[config.mk]
export PLATFORM = sky130hd
export DESIGN_NAME = led_status_ctrl
export DESIGN_NICKNAME = d
export VERILOG_FILES = /design/src/rtl/led_pkg.sv /design/src/rtl/led_blinker.sv /design/src/rtl/led_map.sv /design/src/rtl/led_status_ctrl.sv
export SDC_FILE = /design/constraint.sdc
export NUM_CORES = 1
export LEC_CHECK = 0
export ABC_AREA = 0
export BUFFER_PORTS_ARGS = -buffer_cell sky130_fd_sc_hd__buf_2
export CORE_AREA = 10 10 113 115
export DETAILED_ROUTE_END_ITERATION = 8
export DIE_AREA = 0 0 123 125
export GPL_TIMING_DRIVEN = 0
export PLACE_DENSITY_LB_ADDON = 0.05
export SYNTH_ARGS = -nofsm -noshare
export SYNTH_HDL_FRONTEND = slang
export SYNTH_SLANG_ARGS = --single-unit
[constraint.sdc]
create_clock -name clk -period 2.4 [get_ports clk]
set_clock_uncertainty 0.2 [all_clocks]
set_input_delay 0.12 -clock clk [delete_from_list [all_inputs] [get_ports clk]]
set_output_delay 0.12 -clock clk [all_outputs]
set_load 0.01 [all_outputs]
[src/rtl/led_pkg.sv]
package led_pkg;

   typedef struct packed {
      logic link;
      logic spd100;
      logic fdx;
   } port_stat_t;

   function automatic int unsigned half_cycles(input int unsigned clk_hz,
                                               input int unsigned rate_hz);
      return clk_hz / (2 * rate_hz);
   endfunction

endpackage

[src/rtl/led_blinker.sv]
// Stretch window plus blink phase for one event class.
module led_blinker #(
   parameter int unsigned HALF = 4
) (
   input  logic clk,
   input  logic rst_n,
   input  logic evt,
   output logic busy,
   output logic lit
);
   localparam int unsigned PERIOD = 2 * HALF;
   localparam int unsigned WW     = $clog2(PERIOD + 1);
   localparam int unsigned HW     = $clog2(HALF + 1);

   logic [WW-1:0] win_q;
   logic [HW-1:0] hc_q;
   logic          ph_q;

   always_ff @(posedge clk or negedge rst_n) begin
      if (!rst_n) begin
         win_q <= '0;
         hc_q  <= '0;
         ph_q  <= 1'b0;
      end else begin
         if (evt)
            win_q <= WW'(PERIOD);
         else if (win_q != '0)
            win_q <= win_q - 1'b1;

         if (evt && win_q == '0) begin
            ph_q <= 1'b1;
            hc_q <= '0;
         end else if (win_q != '0) begin
            if (hc_q == HW'(HALF - 1)) begin
               hc_q <= '0;
               ph_q <= ~ph_q;
            end else begin
               hc_q <= hc_q + 1'b1;
            end
         end else begin
            ph_q <= 1'b0;
            hc_q <= '0;
         end
      end
   end

   assign busy = (win_q != '0);
   assign lit  = busy & ph_q;

endmodule

[src/rtl/led_map.sv]
// Mode-dependent mapping of status and blink states to LED on-levels.
module led_map
   import led_pkg::*;
(
   input  logic       mode_4led,
   input  port_stat_t stat,
   input  logic       act_busy,
   input  logic       act_lit,
   input  logic       col_lit,
   output logic [3:0] on
);
   logic fd_col;

   always_comb begin
      fd_col = (stat.link & stat.fdx) | (~stat.fdx & col_lit);
      if (mode_4led) begin
         on[0] = stat.link &  stat.spd100;
         on[1] = stat.link & ~stat.spd100;
         on[2] = stat.link &  act_lit;
         on[3] = fd_col;
      end else begin
         on[0] = stat.link & stat.spd100;
         on[1] = stat.link & (act_busy ? act_lit : 1'b1);
         on[2] = fd_col;
         on[3] = 1'b0;
      end
   end

endmodule

[src/rtl/led_status_ctrl.sv]
module led_status_ctrl
   import led_pkg::*;
#(
   parameter int unsigned CLK_HZ = 25_000_000,
   parameter int unsigned ACT_HZ = 10,
   parameter int unsigned COL_HZ = 20
) (
   input  logic       clk,
   input  logic       rst_n,
   input  logic       mode_4led,
   input  logic       link_up,
   input  logic       speed_100,
   input  logic       full_duplex,
   input  logic       tx_pulse,
   input  logic       rx_pulse,
   input  logic       col_pulse,
   output logic [3:0] led_n
);
   localparam int unsigned HALF_ACT = half_cycles(CLK_HZ, ACT_HZ);
   localparam int unsigned HALF_COL = half_cycles(CLK_HZ, COL_HZ);
   localparam int unsigned NCH      = 2;

   if (ACT_HZ == 0 || COL_HZ == 0 || HALF_ACT < 1 || HALF_COL < 1) begin : g_bad_rate
      $error("led_status_ctrl: blink rates must be nonzero and below CLK_HZ/2");
   end

   logic [NCH-1:0] evt, busy, lit;
   logic [3:0]     on;
   port_stat_t     stat;

   assign stat = '{link: link_up, spd100: speed_100, fdx: full_duplex};
   assign evt[0] = (tx_pulse | rx_pulse) & ~col_pulse;
   assign evt[1] = col_pulse & ~full_duplex;

   for (genvar ch = 0; ch < NCH; ch++) begin : g_ch
      localparam int unsigned H = (ch == 0) ? HALF_ACT : HALF_COL;
      led_blinker #(.HALF(H)) u_blink (
         .clk  (clk),
         .rst_n(rst_n),
         .evt  (evt[ch]),
         .busy (busy[ch]),
         .lit  (lit[ch])
      );
   end

   led_map u_map (
      .mode_4led(mode_4led),
      .stat     (stat),
      .act_busy (busy[0]),
      .act_lit  (lit[0]),
      .col_lit  (lit[1]),
      .on       (on)
   );

   always_ff @(posedge clk or negedge rst_n) begin
      if (!rst_n) led_n <= 4'hF;
      else        led_n <= ~on;
   end

endmodule

==> flow_summary.ini, run 1 <==
[run_status]
outcome = complete, no violations

[cts]
htreeDepth = 3
clk_pin_slew_ns = 0.09
clk_path_buf_depth = 2
numCtsBuffers = 9
clkSinkCount = 90
cts_tree = yes
cts_root_buffer = clkbuf_8
clk_latency_ns = 0.39

[synthesis]
synth_cell_types = 48
syn_nets = 499
synthCells = 485
yosysWarnings = 0
synth_seq_cells = 90
syn_area_sq_um = 4623
netlist_top_cells_area = dfrtp_1, xnor2_1, nor2_1, nand2_1, xor2_1
yosys.area.top_type = dfrtp_1
synthFlopType = dfrtp_1
synth_top_cell_area_share_pct = 46.55
yosysSeqAreaShare_pct = 48.82
synth_edf_count = 0
ys_async_sr_fraction_pct = 100.0
avgSynthCellArea_sq_um = 9.532

[finish]
n_antenna_cell = 0
mostFrequentLayoutCell = dfrtp_1
syn2layout_area_growth_pct = 21.19
layout-drive-gt1-share_pct = 19.74
final_cell_mix = dfrtp_1, nor2_1, nand2_1
fin_util_pct = 52.84
finalNetCount = 551

[routing]
met3_wirelength_um = 245
vias = 3652
wl_met1_mm = 5.117
vias_per_cell = 5.355
dr.first_iter.drc_count = 195
drc = 0
top_layer = met4
antenna_left = 0
routed_wl_mm = 10.30
post_drt_wl_per_cell_um = 15.10
firstDrtPassIters = 4
routed-wl-met2_mm = 4.733

[critical_path]
end_kind = flip-flop
worst_path_largest_cell_delay_ns = 0.54
worst-path-stages = 6
cp_slowest_cell = or4_4
crit_path_end = g_ch[0].u_blink.win_q[20]
rr_worst_depth = 6
required_ns = 2.45
cp_data_arrival_time_ns = 2.41
reg2reg_from = g_ch[0].u_blink.win_q[8]
cp_max_fo = 7
crit_start = g_ch[0].u_blink.win_q[8]
crit_chain = or4_4, buf_6, or3_4, nor4_4, mux2i_1, nor2_1
path_delay_family = simple AND/OR/NAND/NOR gates
regToRegSetupSlack_ns = 0.05
critPathLaunchType = flip-flop
r2r_end = g_ch[0].u_blink.win_q[20]
timing.critical_path.buf_inv = 1
crit_type = flip-flop to flip-flop

[global_route]
grt_pass1_vias = 3463
grt_first_pass_wirelength_mm = 17.31
grt_antenna_before_repair = 0
grt_max_degree = 50
grt_overflow_total = 0
grt_use_total_pct = 13.81

[die]
rows = 38
core_sq_um = 10600
initial_utilization_pct = 43.60
die_x_um = 123
chipHeight_um = 125
dieArea_sq_um = 15380
pin_count = 13

[worst_hold_path]
hold_class = input port to asynchronous set/reset pin

[place]
place_congestion = 0.8156
io_buffers = 12
dp_hpwl_mm = 6.815

[timing]
fmax_ghz = 0.4249
finalCritPeriodShare_pct = 98.07
finalHoldViolCount = 0
timing.slew.headroom_pct = 44.48
drv_slew = 0
worst_slew_pin_slew_ns = 0.8252
rsz0062_at_grt = true
finalCriticalPeriod_ns = 2.354
tns_ns = 0
setup_viol = 0

[pwr]
p_leak_nw = 2.202
powerDensity_nw_per_um2 = 612.7
peakVddDrop_mv = 0.3190
p_total_mw = 3.433

[flow_run]
cap_viol_max_count = 0
==> cells in the mapped netlist, types with 2 or more instances <==
| cell | number |
|---|---|
| dfrtp_1 | 86 |
| nor2_1 | 80 |
| nand2_1 | 43 |
| xnor2_1 | 39 |
| a21oi_1 | 21 |
| nand3_1 | 21 |
| xor2_1 | 17 |
| o21ai_0 | 16 |
| or3_1 | 16 |
| nor3_1 | 15 |
| nor4_1 | 15 |
| nand4_1 | 14 |
| inv_1 | 10 |
| buf_2 | 9 |
| and3_1 | 8 |
| or4_1 | 8 |
| a211oi_1 | 6 |
| ha_1 | 5 |
| nand2b_1 | 5 |
| and4_1 | 4 |
| clkbuf_1 | 4 |
| dfstp_2 | 4 |
| or2_2 | 4 |
| a2111oi_4 | 3 |
| nor2b_1 | 3 |
| a2111oi_0 | 2 |
| a31o_2 | 2 |
| nor3b_1 | 2 |
| o211ai_1 | 2 |
| o311ai_0 | 2 |
| o31ai_1 | 2 |
==> area by class of cell <==
class                   instances  area, sq um
plain buffers                  12        93.84
clock buffers                  10        127.6
clock inverters                 6        75.07
fillers                       982         5000
inverters                      10        37.54
multi-input cells             370         2492
flip-flops and latches         90         2258
well taps                     140        175.2
repair buffers                 44        342.8
==> flip-flops by register name, summed over array words and instances (netlist names) <==
name and cells:
g_ch.u_blink.win_q 43, g_ch.u_blink.ph_q 2, led_n 4, g_ch.u_blink.hc_q 41
==> how the worst min path moves through the flow <==
stage,from,to,depth (start not counted)
2_1_floorplan,rst_n,g_ch[0].u_blink.hc_q[0],0
3_3_place_gp,speed_100,led_n[0],2
3_5_place_dp,rst_n,g_ch[1].u_blink.win_q[18],1
4_1_cts,rst_n,g_ch[1].u_blink.hc_q[5],2
5_1_grt,rst_n,g_ch[1].u_blink.hc_q[2],2
6_report,rst_n,g_ch[1].u_blink.win_q[8],2
==> report_power, final <==
| part | total (mW) | switching (mW) | internal, mW |
|---|---|---|---|
| sequential | 1.80 | 0.183 | 1.62 |
| combinational | 0.543 | 0.284 | 0.260 |
| clock | 1.09 | 0.593 | 0.496 |
| total | 3.43 | 1.06 | 2.37 |
==> cells by family after synthesis <==
group	share of synthesized area (%)
adders and majority gates	1.353
buffers and inverters	2.436
xor gates and xnor gates	10.61
AOI/OAI and AO/OA	9.364
muxes	0.2165
and+or+nand+nor	27.20
DFF	48.82
==> metal layers <==
layer | global-route usage, % | vias up
met5 | 0 | -
met4 | 6.511 | 0
met3 | 2.745 | 14
met2 | 20.49 | 33
met1 | 18.87 | 1790
li1 | - | 1815
==> repair_timing <==
action | CTS | global route
hold buffers | 8 | 0
hold endpoints to repair | 96 | 0
resized for setup | 19 | 42
gates cloned | 0 | 1
setup buffers | 9 | 13
endpoints found under the setup margin | 78 | 73
pin swaps | 8 | 9
==> stage by stage <==
step / setup WS (ns) / std cells / instance area (sq um) / hold WS, ns
finish: 0.04634 / 682 / 5603 / 0.05877
global route: -0.08053 / 682 / 5603 / 0.1098
CTS: 0.002925 / 669 / 5343 / 0.06532
detailed placement: -0.4653 / 638 / 4892 / -0.04312
global placement: -0.4204 / 637 / 4862 / 0.09040
floorplan: -0.0007949 / 485 / 4627 / -0.3756
Power figures use the tool's default switching activity.
==> run 2, diff against run 1 <==
Settings changed: CORE_AREA 10 10 113 115 to 10 10 103 105, DIE_AREA 0 0 123 125 to 0 0 113 115.
Clock period 2.4 ns to 2.05 ns, I/O delays scaled along.
==> run 2 against run 1 <==
The run now ends with setup timing left. Non-clock buffer count up 53. Worst setup slack worse by 0.35 ns. Count of clock-buffer cells in the layout unchanged. Cell count up 3.1%. Utilization up 23 points. Clock power up 17%. Sequential share of layout area down 5.3 points. Register-to-register slack worse by 0.35 ns. Largest cell class unchanged.
==> flow_summary.ini, run 2 (synthesis gave the netlist of run 1 again) <==
[finish]
largest-register = g_ch.u_blink.win_q
finalNetCount = 604
reg_top3 = g_ch.u_blink.win_q (43), g_ch.u_blink.hc_q (41), led_n (4)
layout-drive-gt1-share_pct = 39.50
final_cells = 703
largest_reg_flops = 43
fin_util_pct = 75.89
mostFrequentLayoutCell = dfrtp_1
syn2layout_area_growth_pct = 40.35
n_antenna_cell = 0
final_cell_mix = dfrtp_1, buf_4, nor2_1

[routing]
vias_per_cell = 5.785
routed_wl_mm = 12.38
firstDrtPassIters = 5
antenna_left = 0
post_drt_wl_per_cell_um = 17.61
vias = 4067
dr.first_iter.drc_count = 258
drc = 0

[pwr]
p_int_mw = 3.071
p_switching_mw = 1.436
peakVddDrop_mv = 0.4921
switching_share_pct = 31.85
pwr-share-seq_pct = 47.0
p_total_mw = 4.507
powerDensity_nw_per_um2 = 694.6
pwr-share-comb_pct = 24.9
p_leak_nw = 2.565
clockPowerShare_pct = 28.1

[critical_path]
critPathLaunchType = flip-flop
crit_type = flip-flop to flip-flop
cp_data_arrival_time_ns = 2.39
cp_max_fo = 7
required_ns = 2.08
rr_worst_depth = 7
end_kind = flip-flop

[timing]
finalHoldViolCount = 0
finalCriticalPeriod_ns = 2.356
fmax_ghz = 0.4245
tns_ns = -12.77
setup_viol = 85
drv_slew = 0
finalCritPeriodShare_pct = 114.9
timing.slew.headroom_pct = 43.43
rsz0062_at_grt = true
setup_ws_ns = -0.3056
worst_slew_pin_slew_ns = 0.8407

[place]
io_buffers = 12
post-place-ws_ns = -0.5522
place_congestion = 0.8686
placedCellCount = 606
dp_hpwl_mm = 6.567

[cts]
numCtsBuffers = 9
clk_latency_ns = 0.36
clk_pin_slew_ns = 0.09
htreeDepth = 3
cts_tree = yes
clk_path_buf_depth = 2
cts_root_buffer = clkbuf_8
clkSinkCount = 90

[global_route]
grt_overflow_total = 0
grt_max_degree = 49
grt_use_total_pct = 17.18
grt_antenna_before_repair = 0
grt_pass1_vias = 3985
grt_first_pass_wirelength_mm = 18.88

[die]
chipHeight_um = 115
rows = 34
pin_count = 13
initial_utilization_pct = 54.07
core_sq_um = 8551
dieArea_sq_um = 13000
die_x_um = 113

[flow_run]
cap_viol_max_count = 0

[worst_hold_path]
hold_class = input port to flip-flop
hold_depth = 4

[run_status]
outcome = finished with violations
violations = setup timing
-- run 2: cell types whose count changed in the layout (fill, tap and decap cells not counted), sizes merged --
cell,delta
dlygate4sd3,-2
clkinv,+1
buf,+55
inv,-1
clkbuf,-1
bufbuf,+1
-- run 2: layout make-up --
| class | instances | area (sq um) |
|---|---|---|
| Buffer | 11 | 105.1 |
| Clock buffer | 10 | 137.6 |
| Clock inverter | 6 | 65.06 |
| Fill cell | 548 | 2062 |
| Inverter | 10 | 37.54 |
| Multi-Input combinational cell | 370 | 2882 |
| Sequential cell | 90 | 2270 |
| Tap cell | 108 | 135.1 |
| Timing Repair Buffer | 98 | 857.1 |
-- run 2: power groups by stage --
stage	registers, mW	logic (mW)	clock network, mW
after global placement	2.10	0.474	0
after detailed placement	2.11	0.492	0
after floorplan	2.07	0.359	0
after global routing	2.13	1.20	1.38
final	2.12	1.12	1.27
after CTS	2.10	0.814	1.29
-- run 2: final timing paths --
path                                     startpoint                   endpoint  slack (ns)
max reg2reg                g_ch[0].u_blink.win_q[1]  g_ch[0].u_blink.win_q[18]       -0.31
max                        g_ch[0].u_blink.win_q[1]  g_ch[0].u_blink.win_q[18]       -0.31
max in group asynchronous                     rst_n  g_ch[0].u_blink.win_q[10]        0.93
min reg2reg                 g_ch[0].u_blink.hc_q[0]    g_ch[0].u_blink.hc_q[0]        0.29
min                                       col_pulse       g_ch[0].u_blink.ph_q        0.02
min in group asynchronous                     rst_n   g_ch[1].u_blink.win_q[0]        0.07
-- run 2: per-layer routing --
| layer | track usage (%) | wire [um] |
|---|---|---|
| met4 | 4.907 | 180 |
| met5 | 0 | 0 |
| met3 | 4.115 | 579 |
| met1 | 21.29 | 5356 |
| met2 | 29.22 | 6265 |
-- run 2: worst max-delay path: stages, from the launching register on --
cell       delay (ns)
dfrtp_1          0.41
inv_2            0.08
ha_4             0.13
or4b_4           0.50
or3_4            0.45
a2111oi_4        0.23
xnor2_1          0.16
nand2_1          0.07
-- run 2: repair_timing --
item	CTS	global route
gates cloned	1	2
resized for setup	64	87
setup buffers	46	31
hold endpoints to repair	87	0
pin swaps	36	48
setup endpoints to repair	88	82
hold buffers	6	0
-- run 2: per-stage QoR --
step	hold WS, ns	area, sq um
after floorplan	-0.3931	4746
after CTS	0.006734	5893
after global routing	0.05075	6489
after global placement	0.06788	4941
final	0.02359	6489
after detailed placement	-0.06081	4971
==> run 3, diff against run 2 <==
==> constraint.sdc (replaced) <==
create_clock -name clk -period 2.13 [get_ports clk]
set_clock_uncertainty 0.2 [all_clocks]
set_input_delay 0.1065 -clock clk [delete_from_list [all_inputs] [get_ports clk]]
set_output_delay 0.1065 -clock clk [all_outputs]
set_load 0.05 [all_outputs]
==> run 3 against run 2 <==
Largest cell class unchanged. The flow still finishes with violations (setup timing). Via count fell by 5.6%. Sequential power fell by 4%. Cell area fell by 8.8%. Clock power fell by 9%. Cell count fell by 4.4%. Largest power group unchanged. Hold slack got worse by 0.0087 ns. Combinational power fell by 31%. Global-route usage fell by 0.63 points. Utilization fell by 6.7 points.
==> flow_summary.ini, run 3 (synthesis gave the netlist of run 1 again) <==
[routing]
drc = 0
post_drt_wl_per_cell_um = 16.13
vias = 3839
routed_wl_mm = 10.84
firstDrtPassIters = 4
vias_per_cell = 5.713
antenna_left = 0
dr.first_iter.drc_count = 157

[finish]
multi_input_area_sq_um = 2624
final_cells = 672
syn2layout_area_growth_pct = 27.98
fillers = 616
layout-drive-gt1-share_pct = 28.37
largest-register = g_ch.u_blink.win_q
n_antenna_cell = 0
mostFrequentLayoutCell = nor2_1
finalNetCount = 573
final_cell_mix = nor2_1, dfrtp_1, buf_4
largest_reg_flops = 43
reg_top3 = g_ch.u_blink.win_q (43), g_ch.u_blink.hc_q (41), led_n (4)
fin_util_pct = 69.20
register_area_sq_um = 2270

[flow_run]
cap_viol_max_count = 0

[timing]
worst_slew_pin_slew_ns = 0.7199
finalHoldViolCount = 0
setup_ws_ns = -0.2541
fmax_ghz = 0.4194
timing.slew.headroom_pct = 51.57
finalCriticalPeriod_ns = 2.384
timing.hold.ws_ns = 0.01484
tns_ns = -9.095
drv_slew = 0
setup_viol = 47
rsz0062_at_grt = true
finalCritPeriodShare_pct = 111.9

[worst_hold_path]
hp-start = col_pulse
hold_class = input port to flip-flop

[global_route]
grt_use_total_pct = 16.55
grt_first_pass_wirelength_mm = 18.09
met1_usage_pct = 20.62
grt_use_met3_pct = 3.229
met2_usage_pct = 28.19
grt_overflow_total = 0
grt_pass1_vias = 3817
grt_max_degree = 47
grt_antenna_before_repair = 0
top_usage_layer = met2

[place]
io_buffers = 12
place_congestion = 0.8293
post-place-ws_ns = -0.4416
placedCellCount = 606
dp_hpwl_mm = 6.616

[critical_path]
cp_max_fo = 5
crit_type = flip-flop to flip-flop
cp_data_arrival_time_ns = 2.45
critPathLaunchType = flip-flop
reg2reg_from = g_ch[0].u_blink.win_q[8]
crit_start = g_ch[0].u_blink.win_q[8]
required_ns = 2.20
end_kind = flip-flop

[die]
pin_count = 13
die_x_um = 113
rows = 34
dieArea_sq_um = 13000
initial_utilization_pct = 54.07
chipHeight_um = 115
core_sq_um = 8551

[run_status]
violations = setup timing
outcome = finished with violations

[cts]
clkSinkCount = 90
cts_tree = yes
numCtsBuffers = 9
htreeDepth = 3
cts_root_buffer = clkbuf_8
clk_pin_slew_ns = 0.10
clk_path_buf_depth = 2
clk_latency_ns = 0.37

[pwr]
powerDensity_nw_per_um2 = 669.7
peakVddDrop_mv = 0.4348
p_leak_nw = 2.347
-- run 3: cell types whose count changed in the layout (fill, tap and decap cells not counted), moves of 4 or more --
cell,change
a21oi_1,+6
a21oi_2,-4
buf_4,-22
buf_6,-5
nand2_1,+4
nor2_1,+18
nor2_2,-8
nor2_4,-10
o21ai_2,-6
-- run 3: critical path: stages (launching register included) --
cell	delay, ns
dfrtp_1	0.40
or4_4	0.59
buf_4	0.18
nor4_4	0.24
and2_4	0.20
buf_6	0.12
or2_4	0.17
clkbuf_16	0.15
nor2_1	0.04
-- run 3: routing by layer --
metal  up-vias  routed length, um
li1       1858                  -
met1      1916               4931
met2        50               5433
met3        15                302
met4         0                172
met5         -                  0
-- run 3: final timing paths --
kind                       cells after the start                         to  slack [ns]
setup / recovery                               8   g_ch[0].u_blink.hc_q[19]       -0.25
hold / removal                                 4  g_ch[1].u_blink.win_q[12]        0.01
setup reg to reg                               8   g_ch[0].u_blink.hc_q[19]       -0.25
hold reg to reg                                1    g_ch[1].u_blink.hc_q[0]        0.27
max in group asynchronous                      3  g_ch[0].u_blink.win_q[10]        1.01
min in group asynchronous                      2   g_ch[1].u_blink.win_q[0]        0.08
-- run 3: cell type report --
type	count	area share (%)
Multi-Input combinational cell	370	44.34
Buffer	11	1.649
Sequential cell	90	38.36
Inverter	10	0.6344
Clock inverter	7	1.248
Timing Repair Buffer	67	9.389
Clock buffer	9	2.093
Tap cell	108	2.284
-- run 3: where the power goes --
part           switching, mW  internal, mW  leakage, nW
registers              0.202          1.84         1.10
clock network          0.691         0.458        0.100
logic                  0.412         0.364         1.15
total                   1.30          2.66         2.35
-- run 3: what timing repair did --
item,4_1_cts,5_1_grt
hold buffers,6,0
pin swaps,11,24
cloned,1,1
hold endpoints to repair,88,0
setup buffers,33,13
gates resized for setup,54,29
setup endpoints to repair,87,74
-- run 3: stage by stage --
step | cell area, sq um | power (mW)
after floorplan | 4721 | 2.335
final | 5917 | 3.962
after detailed placement | 4946 | 2.501
after global placement | 4916 | 2.477
after CTS | 5697 | 3.900
after global routing | 5917 | 4.166
